--- src/rtl/woc_pkg.sv ---
package woc_pkg;

  typedef enum logic [1:0] {
    ST_INV   = 2'd0,
    ST_VALID = 2'd1,
    ST_RESV  = 2'd2,
    ST_DIRTY = 2'd3
  } line_state_t;

  typedef enum logic [2:0] {
    FS_IDLE   = 3'd0,
    FS_DECIDE = 3'd1,
    FS_EVICT  = 3'd2,
    FS_SNOOP  = 3'd3,
    FS_COMMIT = 3'd4
  } fsm_state_t;

  // strobes from control to datapath
  typedef struct packed {
    logic latchReq;
    logic evictWb;
    logic snoopWb;
    logic commit;
  } ctrl_strobe_t;

  // lookup results from datapath to control
  typedef struct packed {
    logic ownHit;
    logic otherDirty;
    logic victimDirty;
  } dp_flags_t;

endpackage

--- src/rtl/woc_control.sv ---
module woc_control
  import woc_pkg::*;
(
  input  logic         clk,
  input  logic         rstN,
  input  logic         reqValid,
  input  dp_flags_t    flags,
  output logic         reqReady,
  output ctrl_strobe_t strobe
);

  fsm_state_t stateQ, stateD;

  always_ff @(posedge clk or negedge rstN) begin
    if (!rstN) stateQ <= FS_IDLE;
    else       stateQ <= stateD;
  end

  always_comb begin
    stateD   = stateQ;
    strobe   = '0;
    reqReady = 1'b0;
    unique case (stateQ)
      FS_IDLE: begin
        reqReady = 1'b1;
        if (reqValid) begin
          strobe.latchReq = 1'b1;
          stateD          = FS_DECIDE;
        end
      end
      FS_DECIDE: begin
        if (!flags.ownHit && flags.victimDirty)     stateD = FS_EVICT;
        else if (!flags.ownHit && flags.otherDirty) stateD = FS_SNOOP;
        else                                        stateD = FS_COMMIT;
      end
      FS_EVICT: begin
        strobe.evictWb = 1'b1;
        stateD = flags.otherDirty ? FS_SNOOP : FS_COMMIT;
      end
      FS_SNOOP: begin
        strobe.snoopWb = 1'b1;
        stateD         = FS_COMMIT;
      end
      FS_COMMIT: begin
        strobe.commit = 1'b1;
        stateD        = FS_IDLE;
      end
      default: stateD = FS_IDLE;
    endcase
  end

  // a remote write-back is always followed by the commit
  AST_SNOOP_THEN_COMMIT: assert property (@(posedge clk) disable iff (!rstN)
    (stateQ == FS_SNOOP) |=> (stateQ == FS_COMMIT));

  // no request is taken while a previous one is in progress
  AST_BUSY_NOT_READY: assert property (@(posedge clk) disable iff (!rstN)
    strobe.latchReq |=> !reqReady);

endmodule

--- src/rtl/woc_datapath.sv ---
module woc_datapath
  import woc_pkg::*;
#(
  parameter int NUM_CACHES = 3,
  parameter int ENTRIES    = 4,
  parameter int ADDR_W     = 4,
  parameter int DATA_W     = 8,
  parameter int USE_W      = 3,
  parameter int CNT_W      = 16,
  parameter int CPU_W      = 2
)(
  input  logic              clk,
  input  logic              rstN,
  input  ctrl_strobe_t      strobe,
  input  logic [CPU_W-1:0]  reqCpu,
  input  logic              reqWrite,
  input  logic [ADDR_W-1:0] reqAddr,
  input  logic [DATA_W-1:0] reqData,
  output dp_flags_t         flags,
  output logic              doneValid,
  output logic [DATA_W-1:0] doneData,
  output logic [CNT_W-1:0]  memAccessCount
);

  localparam int WAY_W     = (ENTRIES > 1) ? $clog2(ENTRIES) : 1;
  localparam int MEM_DEPTH = 1 << ADDR_W;
  localparam logic [USE_W-1:0] USE_MAX = '1;

  // line storage
  logic [ADDR_W-1:0] tagQ  [NUM_CACHES][ENTRIES];
  logic [DATA_W-1:0] dataQ [NUM_CACHES][ENTRIES];
  line_state_t       stQ   [NUM_CACHES][ENTRIES];
  logic [USE_W-1:0]  useQ  [NUM_CACHES][ENTRIES];
  logic [DATA_W-1:0] memQ  [MEM_DEPTH];

  // latched request
  logic [CPU_W-1:0]  cpuQ;
  logic              wrQ;
  logic [ADDR_W-1:0] addrQ;
  logic [DATA_W-1:0] wdataQ;

  logic [DATA_W-1:0] doneDataQ;
  logic              doneValidQ;
  logic [CNT_W-1:0]  memCntQ;

  // per-cache lookup
  logic [ENTRIES-1:0] matchVec [NUM_CACHES];
  logic [WAY_W-1:0]   hitWay   [NUM_CACHES];
  logic [NUM_CACHES-1:0] hasCopy;
  logic [NUM_CACHES-1:0] ownerMask;

  for (genvar c = 0; c < NUM_CACHES; c++) begin : gLookup
    for (genvar e = 0; e < ENTRIES; e++) begin : gWay
      assign matchVec[c][e] = (stQ[c][e] != ST_INV) && (tagQ[c][e] == addrQ);
    end
    always_comb begin
      hitWay[c] = '0;
      for (int e = 0; e < ENTRIES; e++)
        if (matchVec[c][e]) hitWay[c] = WAY_W'(e);
    end
    assign hasCopy[c]   = |matchVec[c];
    assign ownerMask[c] = hasCopy[c] &&
                          ((stQ[c][hitWay[c]] == ST_RESV) || (stQ[c][hitWay[c]] == ST_DIRTY));

    // a cache never holds two lines for one address
    AST_ONE_LINE_PER_ADDR: assert property (@(posedge clk) disable iff (!rstN)
      $onehot0(matchVec[c]));
  end

  // requester view and remote dirty holder
  logic              ownHit;
  logic [WAY_W-1:0]  ownWay;
  line_state_t       ownState;
  logic [DATA_W-1:0] ownData;
  logic              otherDirty;
  logic [DATA_W-1:0] dirtyData;

  always_comb begin
    ownHit     = hasCopy[cpuQ];
    ownWay     = hitWay[cpuQ];
    ownState   = stQ[cpuQ][ownWay];
    ownData    = dataQ[cpuQ][ownWay];
    otherDirty = 1'b0;
    dirtyData  = '0;
    for (int c = 0; c < NUM_CACHES; c++) begin
      if (c != int'(cpuQ) && hasCopy[c] && stQ[c][hitWay[c]] == ST_DIRTY) begin
        otherDirty = 1'b1;
        dirtyData  = dataQ[c][hitWay[c]];
      end
    end
  end

  // victim choice: first invalid entry, else least used (lowest index on tie)
  logic [WAY_W-1:0]  victimWay;
  logic              foundFree;
  logic [USE_W-1:0]  minUse;
  line_state_t       victimState;
  logic [ADDR_W-1:0] victimTag;
  logic [DATA_W-1:0] victimData;

  always_comb begin
    foundFree = 1'b0;
    victimWay = '0;
    minUse    = useQ[cpuQ][0];
    for (int e = 0; e < ENTRIES; e++) begin
      if (!foundFree && stQ[cpuQ][e] == ST_INV) begin
        foundFree = 1'b1;
        victimWay = WAY_W'(e);
      end
    end
    if (!foundFree) begin
      for (int e = 1; e < ENTRIES; e++) begin
        if (useQ[cpuQ][e] < minUse) begin
          minUse    = useQ[cpuQ][e];
          victimWay = WAY_W'(e);
        end
      end
    end
    victimState = stQ[cpuQ][victimWay];
    victimTag   = tagQ[cpuQ][victimWay];
    victimData  = dataQ[cpuQ][victimWay];
  end

  assign flags.ownHit      = ownHit;
  assign flags.otherDirty  = otherDirty;
  assign flags.victimDirty = (victimState == ST_DIRTY);

  logic [WAY_W-1:0]  tgtWay;
  logic [DATA_W-1:0] fillData;
  logic              memTouch;

  assign tgtWay   = ownHit ? ownWay : victimWay;
  assign fillData = otherDirty ? dirtyData : memQ[addrQ];
  assign memTouch = strobe.evictWb || strobe.snoopWb ||
                    (strobe.commit && wrQ && ownHit && ownState == ST_VALID) ||
                    (strobe.commit && !wrQ && !ownHit && !otherDirty);

  always_ff @(posedge clk or negedge rstN) begin
    if (!rstN) begin
      for (int c = 0; c < NUM_CACHES; c++) begin
        for (int e = 0; e < ENTRIES; e++) begin
          tagQ[c][e]  <= '0;
          dataQ[c][e] <= '0;
          stQ[c][e]   <= ST_INV;
          useQ[c][e]  <= '0;
        end
      end
      for (int m = 0; m < MEM_DEPTH; m++) memQ[m] <= '0;
      cpuQ       <= '0;
      wrQ        <= 1'b0;
      addrQ      <= '0;
      wdataQ     <= '0;
      doneDataQ  <= '0;
      doneValidQ <= 1'b0;
      memCntQ    <= '0;
    end else begin
      doneValidQ <= strobe.commit;
      if (memTouch) memCntQ <= memCntQ + 1'b1;

      if (strobe.latchReq) begin
        cpuQ   <= reqCpu;
        wrQ    <= reqWrite;
        addrQ  <= reqAddr;
        wdataQ <= reqData;
      end

      if (strobe.evictWb) memQ[victimTag] <= victimData;
      if (strobe.snoopWb) memQ[addrQ]     <= dirtyData;

      if (strobe.commit) begin
        // remote copies
        for (int c = 0; c < NUM_CACHES; c++) begin
          if (c != int'(cpuQ) && hasCopy[c]) begin
            if (wrQ)
              stQ[c][hitWay[c]] <= ST_INV;
            else if (!ownHit && stQ[c][hitWay[c]] != ST_VALID)
              stQ[c][hitWay[c]] <= ST_VALID;
          end
        end
        // requester line
        if (wrQ) begin
          tagQ[cpuQ][tgtWay]  <= addrQ;
          dataQ[cpuQ][tgtWay] <= wdataQ;
          if (ownHit && ownState == ST_VALID) begin
            stQ[cpuQ][tgtWay] <= ST_RESV;
            memQ[addrQ]       <= wdataQ;
          end else begin
            stQ[cpuQ][tgtWay] <= ST_DIRTY;
          end
        end else if (!ownHit) begin
          tagQ[cpuQ][tgtWay]  <= addrQ;
          dataQ[cpuQ][tgtWay] <= fillData;
          stQ[cpuQ][tgtWay]   <= ST_VALID;
        end
        if (ownHit) begin
          if (useQ[cpuQ][tgtWay] != USE_MAX)
            useQ[cpuQ][tgtWay] <= useQ[cpuQ][tgtWay] + 1'b1;
        end else begin
          useQ[cpuQ][tgtWay] <= USE_W'(1);
        end
        doneDataQ <= wrQ ? wdataQ : (ownHit ? ownData : fillData);
      end
    end
  end

  assign doneValid      = doneValidQ;
  assign doneData       = doneDataQ;
  assign memAccessCount = memCntQ;

  // at most one cache owns (reserved or dirty) the current address
  AST_SINGLE_OWNER: assert property (@(posedge clk) disable iff (!rstN)
    $countones(ownerMask) <= 1);

  AST_RD_HIT_QUIET: assert property (@(posedge clk) disable iff (!rstN)
    (strobe.commit && !wrQ && ownHit) |=> ($stable(memCntQ) && ownHit && ownState == $past(ownState)));

  AST_WR_VALID_RESV: assert property (@(posedge clk) disable iff (!rstN)
    (strobe.commit && wrQ && ownHit && ownState == ST_VALID) |=> (ownHit && ownState == ST_RESV));

  AST_WR_LOCAL_DIRTY: assert property (@(posedge clk) disable iff (!rstN)
    (strobe.commit && wrQ && ownHit && ownState != ST_VALID) |=> (ownState == ST_DIRTY && $stable(memCntQ)));

  AST_WR_MISS_DIRTY: assert property (@(posedge clk) disable iff (!rstN)
    (strobe.commit && wrQ && !ownHit) |=> (ownHit && ownState == ST_DIRTY && !otherDirty));

  AST_DONE_PULSE: assert property (@(posedge clk) disable iff (!rstN)
    doneValidQ |=> !doneValidQ);

endmodule

--- src/rtl/woc_top.sv ---
module woc_top
  import woc_pkg::*;
#(
  parameter int NUM_CACHES = 3,
  parameter int ENTRIES    = 4,
  parameter int ADDR_W     = 4,
  parameter int DATA_W     = 8,
  parameter int USE_W      = 3,
  parameter int CNT_W      = 16,
  localparam int CPU_W     = (NUM_CACHES > 1) ? $clog2(NUM_CACHES) : 1
)(
  input  logic              clk,
  input  logic              rstN,
  input  logic              reqValid,
  output logic              reqReady,
  input  logic [CPU_W-1:0]  reqCpu,
  input  logic              reqWrite,
  input  logic [ADDR_W-1:0] reqAddr,
  input  logic [DATA_W-1:0] reqData,
  output logic              doneValid,
  output logic [DATA_W-1:0] doneData,
  output logic [CNT_W-1:0]  memAccessCount
);

  ctrl_strobe_t strobe;
  dp_flags_t    flags;

  woc_control uCtrl (
    .clk      (clk),
    .rstN     (rstN),
    .reqValid (reqValid),
    .flags    (flags),
    .reqReady (reqReady),
    .strobe   (strobe)
  );

  woc_datapath #(
    .NUM_CACHES (NUM_CACHES),
    .ENTRIES    (ENTRIES),
    .ADDR_W     (ADDR_W),
    .DATA_W     (DATA_W),
    .USE_W      (USE_W),
    .CNT_W      (CNT_W),
    .CPU_W      (CPU_W)
  ) uDp (
    .clk            (clk),
    .rstN           (rstN),
    .strobe         (strobe),
    .reqCpu         (reqCpu),
    .reqWrite       (reqWrite),
    .reqAddr        (reqAddr),
    .reqData        (reqData),
    .flags          (flags),
    .doneValid      (doneValid),
    .doneData       (doneData),
    .memAccessCount (memAccessCount)
  );

endmodule

--- config.mk ---
export PLATFORM = sky130hd
export DESIGN_NAME = woc_top
export DESIGN_NICKNAME = d
export VERILOG_FILES = /design/src/rtl/woc_pkg.sv /design/src/rtl/woc_control.sv /design/src/rtl/woc_datapath.sv /design/src/rtl/woc_top.sv
export SDC_FILE = /design/constraint.sdc
export NUM_CORES = 1
export LEC_CHECK = 0
export BUFFER_PORTS_ARGS = -buffer_cell sky130_fd_sc_hd__buf_4
export CORE_UTILIZATION = 48
export CTS_CLUSTER_DIAMETER = 80
export DETAILED_ROUTE_END_ITERATION = 8
export GPL_TIMING_DRIVEN = 0
export MAX_ROUTING_LAYER = met4
export PLACE_DENSITY_LB_ADDON = 0.12
export SLEW_MARGIN = 20
export SYNTH_ARGS = -nofsm -noshare
export SYNTH_HDL_FRONTEND = slang
export SYNTH_HIERARCHICAL = 1
export SYNTH_SLANG_ARGS = --single-unit
export TNS_END_PERCENT = 20
--- constraint.sdc ---
create_clock -name clk -period 16.54 [get_ports clk]
set_clock_uncertainty 0.1 [all_clocks]
set_input_delay 0.827 -clock clk [delete_from_list [all_inputs] [get_ports clk]]
set_output_delay 0.827 -clock clk [all_outputs]
set_load 0.1 [all_outputs]
* After elaboration in Yosys (flattened, before gate mapping) *
Index checks and enable logic that the tools add are counted.

storage, ports and cells
  output and inout bits = 26
  bits of input ports = 18
  word-level logic and storage cells = 390
  flip-flop bits (word level) = 375

cells by class
  add/sub/neg operators = 2
  bitwise operators = 34
  eq/ne operators = 30
  order comparisons = 20
  reductions and logical operators = 72
  muxes and demuxes = 160

operator list
  operator                                 number
  2-to-1 mux 128 bit                       5
  bitwise mux 128 bit                      3
  2-to-1 mux 8 bit                         36
  bitwise mux 96 bit                       2
  2-to-1 mux 96 bit                        2
  binary-select mux 8 bit (select 2 bit)   6
  2-to-1 mux 32 bit                        3
  2-to-1 mux 48 bit                        2
  2-to-1 mux 24 bit                        3
  2-to-1 mux 36 bit                        2
  binary-select mux 32 bit (select 2 bit)  1
  demux 32 bit (select 2 bit)              1
  demux 8 bit (select 4 bit)               2
  2-to-1 mux 2 bit                         29
  bitwise mux 48 bit                       1
  equality test 4 bit                      12
  2-to-1 mux 16 bit                        3
  logical AND 1 bit                        40
  bitwise mux 36 bit                       1
  2-to-1 mux 12 bit                        3
  bitwise OR 12 bit                        3
  2-to-1 mux 3 bit                         11
  binary-select mux 16 bit (select 2 bit)  1
  binary-select mux 8 bit (select 4 bit)   1
  50 further kinds                         145

* Depth between registers and ports, before layout *
  depth after elaboration = 39
  mapped depth = 39
  mapped depth without buffers = 29

* By module *
Netlist, hierarchy kept.

modules (own cells, without submodules)
  module        cells an instance  instances  sequential area each (sq um)  area an instance (sq um)
  woc_datapath  2180               1          9308.9                        22507.8
  woc_control   21                 1          75.1                          206.4

* Least setup slack after synthesis *
Ideal clock, no wire load.

  path kind = flip-flop to flip-flop
  start point = register uDp.cpuQ[1]
  end point = register uDp/useQ[15] (netlist bit)
  buffers on the path = 9
  cell stages (with the launch flop) = 37
  setup time = 0.125 ns
  clock period less this slack = 7.998 ns
  path slack = 8.542 ns
  data required time = 16.315 ns
  arrival time = 7.773 ns
  path through = dfrtp_1 > buf_6 > buf_6 > buf_4 > buf_2 > buf_2 > buf_1 > buf_2 > mux2i_1 > nor2_1 > a21oi_1 > ha_1 > a21o_1 > o22ai_1 > mux2i_1 > ha_1 > a21oi_1 > o221ai_1 > o21ai_0 > nor2_1 > a21oi_1 > ha_1 > o21a_1 > o22ai_1 > o21ba_2 > buf_2 > a21oi_1 > nor3_2 > or2_2 > a211oi_4 > ha_1 > ha_1 > nand2_1 > nand2_1 > clkbuf_1 > or3_1 > mux2_2

between the ends
  word-level cells in the longest chain between the ends = 30
  elaborated cells on any way between the ends = 63
  classes of those cells = 1 x add/sub; 7 x order compare; 2 x eq/ne; 37 x mux; 3 x bitwise; 13 x reduce/logical

ends and longest elaborated chain
  what                                                         RTL line             text
  from (decl)                                                  woc_datapath.sv:37   logic [CPU_W-1:0] cpuQ;
  from (signal assigned)                                       woc_datapath.sv:161  cpuQ <= reqCpu;
  branches (longest 30 deep; another with < comparator 3 bit)  -
  to (signal, indexed assignment)                              woc_datapath.sv:197  useQ[cpuQ][tgtWay] <= useQ[cpuQ][tgtWay] + 1'b1;
  to (decl)                                                    woc_datapath.sv:33   logic [USE_W-1:0] useQ [NUM_CACHES][ENTRIES];

Parallel ways; which one is timed is not known. The select of a mux whose other input is x is not followed.
A chain may end at the register's enable or synchronous reset.

* Worst setup path in the final report *
  start point = register uDp.cpuQ[0]
  end point = register uDp/useQ[31] (netlist bit)

between the ends
  word-level cells in the longest chain between the ends = 30
  elaborated cells on any way between the ends = 64
  classes of those cells = 1 x add/sub; 7 x order compare; 2 x eq/ne; 37 x mux; 4 x bitwise; 13 x reduce/logical

ends and longest elaborated chain
  what
  branches (longest 30 deep; another with < comparator 3 bit)

Parallel ways; which one is timed is not known. The select of a mux whose other input is x is not followed.

==> impl.org <==
** Power and ir drop
- Net Sw Power :: 2.85 mW
- Sequential share of power :: 0.260
- Pwr dens :: 219 nW/um^2
- Static leakage :: 10.7 nW
- Power after layout :: approximately 5.6 mW
- Internal power summed over all cells :: 2.75 mW
- Switch share :: 0.509
- The share of total power dissipated in the clock network is 0.189.
- The share of total power dissipated in combinational logic is 0.552.
- The worst-case IR drop observed on VDD is 0.000117 V.

** Logic synthesis
- Counting flops with a built-in enable in the synthesized netlist gives 0.
- Counting distinct cell types in the post-synthesis netlist gives a little over 90.
- Post-synthesis compound-gate area fraction :: 0.185
- After synthesis, the largest family of logic cells by area is multiplexers.
- Yosys printed 6 warnings.
- The mapped netlist covers 22700 um^2.
- The most used flip-flop cell after synthesis is sky130_fd_sc_hd__dfrtp_1.
- Xor and xnor fraction of the mapped netlist area :: 0.0235
- Post-synthesis adder-cell area fraction :: 0.00606
- In this run, synthesis produced a sequential element count of between 300 and 400.
- For this run, asynchronously set or reset flops after synthesis account for 1.00.
- Cells after synthesis :: 2201
- Of the synthesized area, sequential elements account for 0.413.
- Multiplexer area fraction after synthesis :: 0.210
- The number of nets handed over by synthesis was 2230.
- Mean cell area of the mapped netlist :: 10.3 um^2
- Post-Synth Simple-Gate Area :: 0.123

** Clock tree
- Gates resized during post-CTS repair numbered 0.
- Counting every sink on the clock net gives 375.
- The number of hold buffers added after CTS was 0.
- Clock latency on the worst-skew pair, taken at its later pin, is about 580 ps.
- Num CTS Buffers :: 44
- H-tree depth reported by CTS :: 2
- TritonCTS built the clock tree.
- Counting along the longest clock path gives a buffer depth of 3.
- Clock-pin slew on the worst setup and hold paths :: 60 ps
- Clock Tree Root :: sky130_fd_sc_hd__clkbuf_16
- Buffers added to address setup during post-CTS repair amount to 0.

** Setup path
- Required arrival time at the worst endpoint :: around 17000 ps
- The setup path with the least slack is of type flip-flop to flip-flop.
- Highest net fanout along the worst path :: 10
- Largest stage delay on the critical path :: 850 ps
- Worst Setup Start Kind :: flip-flop
- Critical Path Slowest Stage Cell :: sky130_fd_sc_hd__a21oi_1
- For the worst setup path, the data arrival time is 11590 ps.
- Crit. End Element :: flip-flop
- Dominant cell type by count on the critical path :: sky130_fd_sc_hd__clkbuf_1

** Global route
- Across every metal layer, demand over resource in global routing totals 0.391.
- Entering global routing, the biggest net connects 78 pins.
- Number of global-route vias before repair :: 19600
- Number of antenna violations at the first check in global routing :: 2
- The first global-routing pass estimated 133000 um of wire.
- Congestion Overflow GR :: 0

** Final layout
- Leaving out fill and tap cells, the most frequent cell in the layout is sky130_fd_sc_hd__dfrtp_1.
- Finished Cell Area :: 25600 um^2
- Fraction of final layout cells with drive strength greater than 1 :: 0.192
- Measured on the finished design, the core utilization comes to 0.548.
- The layout has 4172 filler cells.
- The top cell types in the final layout, fill and taps aside, are sky130_fd_sc_hd__dfrtp_1 (375), sky130_fd_sc_hd__mux2i_1 (181), sky130_fd_sc_hd__mux2_2 (179), sky130_fd_sc_hd__nor2_1 (173), sky130_fd_sc_hd__nand2_1 (135).
- Number of nets in the final layout :: 2326
- Number of cells in the finished layout apart from fillers :: between 2000 and 3000
- Compared with the post-synthesis result, the final layout area differs by 12.5%.

** Timing
- Of the available clock period, the critical path in the final layout requires 0.679.
- Max Fclk :: 89.0 MHz
- Summed over all failing endpoints, the final setup total negative slack is 0 ps.
- Final max-slew violation count :: 0
- Number of hold violations in the final report :: 0
- Minimum clock period :: 11230 ps
- At the pin with the least slew margin, the transition time is 1240 ps.
- Measured against its own limit, the worst slew margin works out to 0.168.
- Setup violations remaining at the end of the flow were counted as 0.
- RSZ-0062 raised after global routing :: false

** Detailed routing
- Vias after detailed routing :: 20100
- DRC violation count after routing :: 2
- In the final routed layout, each cell accounts on average for 30.7 um.
- The final layout contains routed wiring with a total length of 90300 um.
- In the routed layout, each cell is associated on average with a via count of 6.85.
- First-pass DRT Iterations :: 8
- Number of routed nets with antenna violations :: 0
- DRT iter0 DRCs :: 2615

** Floorplanning
- Floorplan die area :: 48200 um^2
- Measured along the x axis, the die boundary spans 220 um.
- Overall die height :: 220 um
- The initial utilization of the core area, before any placement, comes to 0.487.
- In this run the standard cell core region covers 46700 um^2.
- Top-level port count :: between 40 and 50
- Num rows :: between 70 and 80

** Run status
- The checks that failed: DRC.
- Outcome :: finished with violations

** Placement
- In this run the cell area measured after placement is 24000 um^2.
- Final estimated routing congestion in global placement :: 1.04
- Number of I/O port buffers :: 43
- Cell count after placement :: between 2000 and 3000
- Final HPWL from detailed placement :: 68800 um

** Run
- Max-cap check violation count :: 0

** Min path
- Hold/Removal Path Class :: input port to async pin
## state kept, by name, indices dropped and copies added (netlist names)
name                flops
uDp/doneValid           1
uDp/stQ                24
uDp/memQ              128
uDp/doneData            8
uCtrl/stateQ            3
uDp/dataQ              96
uDp/tagQ               48
uDp/wdataQ              8
uDp/addrQ               4
uDp/useQ               36
uDp/cpuQ                2
uDp/memAccessCount     16
uDp/wrQ                 1
## cell usage after synthesis, types with 32 or more instances
master / count / area share
sky130_fd_sc_hd__mux2_2: 179 / 0.089
sky130_fd_sc_hd__a31oi_1: 49 / 0.013
sky130_fd_sc_hd__xor2_1: 33 / 0.013
sky130_fd_sc_hd__o22ai_1: 108 / 0.030
sky130_fd_sc_hd__a21oi_1: 67 / 0.015
sky130_fd_sc_hd__dfrtp_1: 375 / 0.41
sky130_fd_sc_hd__nand2_1: 135 / 0.022
sky130_fd_sc_hd__mux2i_1: 181 / 0.080
sky130_fd_sc_hd__mux4_2: 40 / 0.040
sky130_fd_sc_hd__nand3_1: 43 / 0.0095
sky130_fd_sc_hd__nor3_1: 47 / 0.010
sky130_fd_sc_hd__buf_2: 36 / 0.0079
sky130_fd_sc_hd__a221o_1: 32 / 0.014
sky130_fd_sc_hd__o21ai_0: 88 / 0.019
sky130_fd_sc_hd__a22oi_1: 33 / 0.011
sky130_fd_sc_hd__nor2_1: 173 / 0.029
sky130_fd_sc_hd__clkbuf_1: 103 / 0.017
## worst max-delay path: cells and delay by family, from the launching register on
kind	cells	cell delay (ps)
compound gates	15	4270
buf+inv	10	3840
fa+ha+maj	5	1270
simple gates	4	680
mux	2	570
flops	1	320
## power groups by stage
| stage | clock network, mW | registers, mW | logic, mW |
|---|---|---|---|
| after floorplan | 0 | 1.45 | 1.90 |
| after global placement | 0 | 1.44 | 2.93 |
| after detailed placement | 0 | 1.45 | 2.98 |
| after CTS | 1.08 | 1.44 | 2.99 |
| after global routing | 1.11 | 1.47 | 3.22 |
| final | 1.06 | 1.45 | 3.09 |
## final timing paths
| path | start | endpoint | slack (ps) | cells after the start |
|---|---|---|---|---|
| worst max register to register | uDp/cpuQ[0] | uDp/useQ[31] | 5310 | 36 |
| worst max-delay path | uDp/cpuQ[0] | uDp/useQ[31] | 5310 | 36 |
| worst min register to register | uDp/memAccessCount[15] | uDp/memAccessCount[15] | 370 | 1 |
| min in group clk | reqCpu[0] | uDp/cpuQ[0] | 360 | 3 |
| max in group asynchronous | rstN | uDp/dataQ[27] | 15220 | 3 |
| worst min-delay path | rstN | uDp/useQ[35] | 30 | 1 |
## routing by layer
layer | wire length (um) | track usage | part of all wire
met1 | 38600 | 0.538 | 0.43
met2 | 39000 | 0.564 | 0.43
met3 | 7880 | 0.0618 | 0.087
met4 | 4810 | 0.184 | 0.053
met5 | 0 | - | 0
## layout make-up
class                           count  area [um^2]  share of cell area
Antenna cell                        1         2.50           0.0000979
Inverter                           32          120             0.00470
Sequential cell                   375         9380               0.367
Clock inverter                     19          268              0.0105
Clock buffer                       60         1300              0.0510
Multi-Input combinational cell   1622        12500               0.488
Tap cell                          607          759              0.0297
Timing Repair Buffer               50          483              0.0189
Buffer                            172          768              0.0301
## cells by family after synthesis
logic type | Yosys count
AOI/OAI and AO/OA | 593
and+or+nand+nor | 553
muxes | 404
DFF | 375
buffers and inverters | 204
xor gates and xnor gates | 61
adders and majority gates | 11
## per-stage QoR
| stage | worst slack [ps] | hold WS (ps) |
|---|---|---|
| after detailed placement | 5790 | 359 |
| after global routing | 4780 | 43.5 |
| after floorplan | 8540 | 373 |
| after global placement | 5830 | 356 |
| after CTS | 5720 | 16.7 |
| final | 5310 | 27.1 |
Power figures use the tool's default switching activity.
